**src/rtl/pull_seq.sv**
```systemverilog
module pull_seq #(
  parameter int          NUM_PINS    = 54,
  parameter int          HOLD_CYCLES = 150,
  parameter int          ADDR_W      = 8,
  parameter int          DATA_W      = 32,
  parameter logic [1:0]  RESET_PULL  = 2'd0,
  parameter logic [7:0]  CTRL_ADDR   = 8'h94,
  parameter logic [7:0]  MASK_ADDR   = 8'h98
) (
  input  logic                  clk,
  input  logic                  rst_n,
  input  logic                  wr_en,
  input  logic [ADDR_W-1:0]     wr_addr,
  input  logic [DATA_W-1:0]     wr_data,
  output logic [2*NUM_PINS-1:0] pull_state,
  output logic                  hold_err
);
  localparam int NUM_BANKS = (NUM_PINS + DATA_W - 1) / DATA_W;
  localparam int CNT_W     = $clog2(HOLD_CYCLES + 1);
  localparam logic [CNT_W-1:0] LIM = CNT_W'(HOLD_CYCLES - 1);

  logic [1:0]          code_q;
  logic [CNT_W-1:0]    code_age, mask_age;
  logic [NUM_PINS-1:0] mask_q, mask_d, rise, fall;
  logic                ctrl_wr, code_ok, early_rise, early_fall;
  logic [1:0]          eff_code;

  assign ctrl_wr  = wr_en && (wr_addr == ADDR_W'(CTRL_ADDR));
  assign code_ok  = (code_age == LIM);
  assign eff_code = (code_q == 2'd3) ? 2'd0 : code_q;

  for (genvar b = 0; b < NUM_BANKS; b++) begin : g_bank
    localparam int LO = b * DATA_W;
    localparam int W  = (NUM_PINS - LO < DATA_W) ? NUM_PINS - LO : DATA_W;
    localparam logic [ADDR_W-1:0] BA = ADDR_W'(MASK_ADDR + 4 * b);
    assign mask_d[LO +: W] = (wr_en && wr_addr == BA) ? wr_data[W-1:0] : mask_q[LO +: W];
  end

  assign rise       = mask_d & ~mask_q;
  assign fall       = mask_q & ~mask_d;
  assign early_rise = (|rise) && !code_ok;
  assign early_fall = (|fall) && (mask_age != LIM);

  always_ff @(posedge clk or negedge rst_n) begin
    if (!rst_n) begin
      code_q   <= 2'd0;
      code_age <= LIM;
      mask_age <= LIM;
      mask_q   <= '0;
      hold_err <= 1'b0;
    end else begin
      mask_q <= mask_d;
      if (ctrl_wr) begin
        code_q   <= wr_data[1:0];
        code_age <= '0;
      end else if (code_age != LIM) begin
        code_age <= code_age + 1'b1;
      end
      if (|rise)                mask_age <= '0;
      else if (mask_age != LIM) mask_age <= mask_age + 1'b1;
      if (early_rise || early_fall) hold_err <= 1'b1;
    end
  end

  for (genvar i = 0; i < NUM_PINS; i++) begin : g_pin
    logic [1:0] pull_q;
    always_ff @(posedge clk or negedge rst_n) begin
      if (!rst_n)                 pull_q <= RESET_PULL;
      else if (rise[i] && code_ok) pull_q <= eff_code;
    end
    assign pull_state[2*i +: 2] = pull_q;
  end
endmodule

```
**config.mk**
```make
export PLATFORM = sky130hd
export DESIGN_NAME = pull_seq
export DESIGN_NICKNAME = d
export VERILOG_FILES = /design/src/rtl/pull_seq.sv
export SDC_FILE = /design/constraint.sdc
export NUM_CORES = 1
export LEC_CHECK = 0
export BUFFER_PORTS_ARGS = -buffer_cell sky130_fd_sc_hd__buf_2
export CORE_MARGIN = 2
export CORE_UTILIZATION = 44
export DETAILED_ROUTE_END_ITERATION = 16
export GPL_TIMING_DRIVEN = 0
export PLACE_DENSITY = 0.78
export SYNTH_ARGS = -nofsm -noshare
export SYNTH_HDL_FRONTEND = slang
export SYNTH_SLANG_ARGS = --single-unit
```
**constraint.sdc**
```tcl
create_clock -name clk -period 5.68 [get_ports clk]
set_clock_uncertainty 0.05 [all_clocks]
set_input_delay 1.42 -clock clk [delete_from_list [all_inputs] [get_ports clk]]
set_output_delay 1.42 -clock clk [all_outputs]
set_load 0.03 [all_outputs]
```
==> results.md, run 1 <==
- Yosys reg bits: ~180
- R2R Path End: g_pin[27].pull_q[0]
- Hold Path Class: reg -> reg
- Maxcap violations: 0
- Max-slew violations: 0
- Critical path class: in -> reg
- YS warnings: 0
- Total CTS buffers: 17
- Vias: 6137
- CTS Root Cell: clkbuf_16
- Final setup vio count: 0
- Critical path depth: 8
- Layout cells sized above 1: 0.369
- DR iter-0 viols: 467
- Netlist cell types: 45
- EDFF count, synth: 0
- Die ar.: 19300 um2
- First-pass GRT wire length: 32800 um
- CP max-delay cell: nor4_2
- Largest fanout on the critical path: 10
- CTS resizes: 0
- Vias in the first global route: ~6100
- Most common cell after layout, fill and taps aside: dfrtp_1
- CP Cell Sequence: buf_2 > nor4bb_1 > nand4_1 > nand2b_1 > clkbuf_1 > buf_2 > nor4_2 > mux2_2
- Most used cell, CP: buf_2
- Reg2reg start: code_age[0]
- Average size of a mapped cell: 11.4 um2
- Final wirelength: 20700 um
- DRC Markers: 0
- Post-DRT Antenna Nets: 0
- Placed cell count: 1083
- Placed cell areas: 9090 um2
- Critical path launch point type: input pin
- Slowest Stage Delay on Critical Path: between 0.4 and 0.5 ns
- Area growth syn-to-layout: 21.3%
- CTS Hold Buffers Added: 0
- Die Y: 139 um
- Post-Route Setup TNS: 0 ns
- Crit. Startpoint: wr_addr[5]
- Register-to-Register Path Depth: 7
- Nets: 920
- Tmin final: 3.12 ns
- Pwr dens: a little over 300 nW/um2
- Final Hold Viols: 0
- Ys flop type: dfrtp_1
- Unrepaired setup endpoints after global routing: false
- Pleak: around 4.8 nW
- Core ar.: 17900 um2
- Clock Path Buffers: 2
- Transition time of the tightest slew-check pin: roughly 0.80 ns
- I/O pin count: 152
- Part of the cycle the worst path needs: 0.550
- Setup crit end: g_pin[23].pull_q[0]
- Die Wd: 139 um
- IO Port Bufs: 151
- Largest net degree at the start of global routing: 117
- Asr flop ratio synth: 1.00
- Fin worst setup slack: 2.56 ns
- Initial DRT Pass Iterations: 6
- Synth Net Count: between 700 and 800
- CP arrival: 3.39 ns
- Placement Setup Slack: 2.12 ns
- Outcome: complete, no violations
- Critical path capture point type: flop
- Sink Count: 181
- Setup Buffers After CTS: 0
- VDD IR max: about 0.00023 V
- GRT Overall Usage: 0.217
- Total grt overflow: 0
- Sequential cell area fraction in the yosys report: 0.567
- Clk pin slew, worst setup/hold paths: 0.07 ns
- GPL Wtd Cong: 0.927
- Via density: 5.49
- R2R Setup Slk: between 3 and 4 ns
- CTS tree: built
- Commonest cells after routing, fill and taps aside: 173 x dfrtp_1, 160 x buf_2, 104 x nand2_1
- Non-Filler Instances: 1118
- Max Freq: 320 MHz
- Cells after Synth: roughly 700
- Initial antenna violation count: 5
- Worst path bufs/invs: 3
- Mapped Area: between 8000 and 9000 um2
- Rel. slew slack: 0.463
- Max H-tree Level: 4
- HPWL Detailed: 15100 um
- Standard-cell rows: 49
- Initial Utilization: 0.448
- Design Area, Final: 9720 um2
- CP required: about 6.0 ns
- Critical path's top delay family: simple AND/OR/NAND/NOR gates
- Clock insertion delay at the later pin of the skew report: 0.44 ns
- DR WL/cell: 18.5 um
final cells by class:
type                            instances  area (um2)
Fill cell                            1547        8190
Sequential cell                       181        4540
Timing Repair Buffer                  152         793
Clock inverter                         15         191
Buffer                                 31         136
Antenna cell                            3        7.51
Tap cell                              229         287
Multi-Input combinational cell        455        3200
Inverter                               35         133
Clock buffer                           17         425
power by group:
part	internal [mW]	switching, mW	leakage, nW
Combinational	0.0972	0.139	2.01
Sequential	1.37	0.0772	2.48
Clock	0.705	0.542	0.298
metrics by stage:
| step | power [mW] | utilization | hold slack (ns) |
|---|---|---|---|
| 4_1_cts | 2.95 | 0.542 | 0.430 |
| 6_report | 2.94 | 0.543 | 0.427 |
| 5_1_grt | 3.04 | 0.543 | 0.455 |
| 3_3_place_gp | 1.69 | 0.506 | 0.407 |
| 3_5_place_dp | 1.71 | 0.508 | 0.415 |
| 2_1_floorplan | 1.60 | - | 0.445 |
worst reg2reg max path, stage by stage (launching register included):
cell and delay [ns]:
dfstp_2 0.57, ha_1 0.15, nor4bb_1 0.27, nand4b_1 0.18, buf_2 0.25, buf_2 0.26
nor4_2 0.36, mux2_2 0.40
cell families (layout without fill, tap and decap cells):
group,after synthesis,in the layout,synth area share
AND/OR/NAND/NOR,223,223,0.162
flip-flops,181,181,0.567
adder cells (fa/ha/maj),4,4,0.00625
buffers and inverters,66,250,0.0336
multiplexers,88,88,0.124
AO/OA/AOI/OAI,129,129,0.0960
other,0,3,0
XOR/XNOR,11,11,0.0120
sequential cells by signal (all words and copies together) (netlist names):
| signal | cells |
|---|---|
| g_pin.pull_q | 108 |
| mask_q | 54 |
| code_age | 8 |
| mask_age | 8 |
| code_q | 2 |
| hold_err | 1 |
synth_stat cells, types with 3 or more instances:
cell      instances  area [um2]
a22oi_1          20         150
nand4_1           6        37.5
dfstp_2           8         210
nor2_1           24        90.1
nor4_2           30         375
o21ai_0          78         390
ha_1              4        50.1
nor4_1           10        62.6
o22ai_1          16         100
xnor2_1           4        35.0
nand3_1           7        35.0
xor2_1            7        61.3
inv_1            32         120
buf_2            10        50.1
nand2_1         104         390
a22o_1            4        35.0
nor2b_1          18         113
nand2b_1          3        18.8
mux2_2           88         991
nor4bb_1          3        30.0
and3_1            5        31.3
and4_1            4        35.0
clkbuf_1         19        71.3
dfrtp_1         173        4330
how the worst min path moves through the flow:
stage / slack (ns) / startpoint / depth (start not counted) / end
2_1_floorplan: 0.45 / mask_q[18] / 2 / mask_q[18]
3_3_place_gp: 0.41 / g_pin[34].pull_q[1] / 2 / g_pin[34].pull_q[1]
3_5_place_dp: 0.41 / g_pin[53].pull_q[0] / 2 / g_pin[53].pull_q[0]
4_1_cts: 0.43 / g_pin[53].pull_q[0] / 2 / g_pin[53].pull_q[0]
5_1_grt: 0.45 / g_pin[48].pull_q[1] / 2 / g_pin[48].pull_q[1]
6_report: 0.43 / g_pin[53].pull_q[1] / 2 / g_pin[53].pull_q[1]
per-layer routing:
layer | vias up | share of wire | wire length [um] | global-route usage
met1 | 3011 | 0.45 | 9230 | 0.299
met2 | 234 | 0.46 | 9480 | 0.334
met5 | - | 0.00063 | 13 | 0
li1 | 2839 | - | - | -
met3 | 51 | 0.066 | 1370 | 0.0501
met4 | 2 | 0.030 | 627 | 0.0861
(Power assumes the default switching activity.)
==> inputs of run 2 (changes only) <==
Settings changed: ABC_AREA from default to 1, PLACE_DENSITY 0.78 to 0.77.
Clock period 5.68 ns to 3 ns, I/O delays scaled along.
==> results.md, run 2 <==
- Outcome: complete, no violations
- Critical path launch point type: flop
- Clk pin slew, worst setup/hold paths: 0.07 ns
- Adder-Cell Fraction of Synth Area: 0.00563
- Netlist cell types: 35
- Number of diodes: 0
- Max-slew violations: 0
- Via density: 5.34
- Placement Setup Slack: 0.175 ns
- Fin worst setup slack: 0.398 ns
- Setup Buffers After CTS: 0
- Average size of a mapped cell: 8.73 um2
- Total CTS buffers: 17
- Fin Hold WS: 0.206 ns
- Largest net degree at the start of global routing: 118
- GRT Overall Usage: 0.242
- Die Y: 146 um
- Layout cells sized above 1: 0.260
- CTS Root Cell: clkbuf_16
- DRC Markers: 0
- Area of the multi-input gates: between 3000 and 4000 um2
- I/O pin count: around 150
- Worst path bufs/invs: 2
- CTS resizes: 0
- Mux contribution to synthesized area: 0
- Die ar.: 21300 um2
- Sequential cell area: 4540 um2
- Transition time of the tightest slew-check pin: 0.814 ns
- Total grt overflow: 0
- Sink Count: approximately 180
- Clock Path Buffers: 2
- Unrepaired setup endpoints after global routing: false
- Clock insertion delay at the later pin of the skew report: 0.44 ns
- Mapped Area: 8890 um2
- Largest fanout on the critical path: 10
- Count leader, synth: nand2_1
- Pwr dens: 529 nW/um2
- Placed cell count: 1435
- Design Area, Final: 10600 um2
- Top cells by count, synth: 198 x nand2_1, 173 x dfrtp_1, 122 x inv_1, 88 x nor2_1, 80 x nand4_1
- Synth Area in XOR/XNOR: 0.00493
- CP Cell Sequence: ha_1 > nand3_1 > nor3_2 > buf_2 > buf_2 > nand3_1 > nand2_1 > o21ai_0
- Max reg flops: between 100 and 150
- EDFF count, synth: 0
- Synth Net Count: 1065
- Initial DRT Pass Iterations: 7
- Commonest cells after routing, fill and taps aside: 198 x nand2_1, 173 x dfrtp_1, 157 x buf_2
- CP arrival: 2.85 ns
- CTS tree: built
- GPL Wtd Cong: about 0.94
- Initial Utilization: 0.452
- Critical path class: reg -> reg
- DR WL/cell: 17.5 um
- Rel. slew slack: 0.453
- First-pass GRT wire length: ~40000 um
- Max H-tree Level: 4
- Standard-cell rows: 51
- Synth Area in Compound Gates: 0.132
- Most common cell after layout, fill and taps aside: nand2_1
- Post-Route Setup TNS: 0 ns
- Synth top area cells: dfrtp_1 49%, nand2_1 8.4%, nand4_1 5.6%, inv_1 5.2%, a21oi_2 4.1%
- Core ar.: 19700 um2
- Vias in the first global route: 7522
- Final core occ: 0.540
- Part of the cycle the worst path needs: 0.867
- Critical path's top delay family: simple AND/OR/NAND/NOR gates
- Cells after Synth: 1018
- Final setup vio count: 0
- Die Wd: between 100 and 150 um
- Placed cell areas: 10000 um2
- Yosys top cell area share: 0.487
- Final wirelength: 25700 um
- Reg2reg start: code_age[0]
- Ys flop type: dfrtp_1
- Tmin final: 2.60 ns
- Final Hold Viols: 0
- Main combinational cell family by area after synthesis: simple AND/OR/NAND/NOR gates
- Filler cells: 1856
- Synth area leader: dfrtp_1
- Max Freq: 384 MHz
- DR iter-0 viols: 670
- Nets: roughly 1200
- YS warnings: 0
- Slowest Stage Delay on Critical Path: ~0.54 ns
- HPWL Detailed: 18400 um
- Vias: 7841
- Initial antenna violation count: 0
- VDD IR max: 0.000412 V
- CP required: about 3.3 ns
- IO Port Bufs: 151
- CTS Hold Buffers Added: 0
- Hold Path Class: in -> async
- Critical path capture point type: flop
- Sequential cell area fraction in the yosys report: 0.511
- Simple-gate share of the synthesized area: 0.267
- Area growth syn-to-layout: 19.3%
- Asr flop ratio synth: 1.00
- Reg with most FFs: g_pin.pull_q
- Maxcap violations: 0
- Yosys reg bits: 181
- Pwr Total: 5.61 mW
- Non-Filler Instances: 1467
- Post-DRT Antenna Nets: 0
- CP max-delay cell: dfstp_2
- Top Registers: g_pin.pull_q (108), mask_q (54)
- Crit. Startpoint: code_age[0]
- Pleak: 5.46 nW
-- run 2: cell count changes after synthesis, sizes merged, moves of 15 or more --
cell | before | now
nand3 | 7 | 85
buf | 12 | 27
nor4 | 40 | 0
inv | 34 | 123
o22ai | 16 | 0
o21ai | 78 | 118
nor2 | 24 | 96
mux2 | 88 | 0
a22oi | 20 | 0
nor2b | 18 | 0
nand2 | 104 | 203
nand4 | 6 | 80
a21oi | 2 | 58
-- run 2: cell type report --
class	instances	area share
buffer	43	0.0231
clock buffer	21	0.0444
clock inverter	11	0.0117
inverter	123	0.0435
multi-input combinational	671	0.343
sequential	181	0.428
tap	265	0.0313
timing repair buffer	152	0.0748
-- run 2: final timing paths --
kind | to | slack [ns] | cells past startpoint
max reg2reg | g_pin[42].pull_q[0] | 0.40 | 8
max in group asynchronous | mask_q[32] | 1.73 | 2
max | g_pin[42].pull_q[0] | 0.40 | 8
min | g_pin[15].pull_q[1] | 0.21 | 1
min in group clk | g_pin[52].pull_q[1] | 0.43 | 2
min reg2reg | g_pin[52].pull_q[1] | 0.43 | 2
-- run 2: logic make-up after synthesis --
family          after synthesis
simple gates                483
flops                       181
compound gates              179
buf+inv                     166
xor+xnor                      5
fa+ha+maj                     4
-- run 2: worst register-to-register path: stages, from the launching register on --
cell	delay, ns
dfstp_2	0.54
ha_1	0.17
nand3_1	0.09
nor3_2	0.44
buf_2	0.38
buf_2	0.33
nand3_1	0.26
nand2_1	0.12
o21ai_0	0.08
-- run 2: power breakdown --
part           switching [mW]  leakage, nW  internal [mW]
clock                   0.996        0.286           1.30
sequential              0.115         2.22           2.61
combinational           0.402         2.96          0.194
total                    1.51         5.46           4.10
-- run 2: routing by layer --
metal  vias up  global-route usage  part of all wire
met1      3743               0.321              0.43
met3        67              0.0525             0.067
met2       305               0.383              0.46
met5         -                   0                 0
met4         0               0.107             0.037
li1       3726                   -                 -
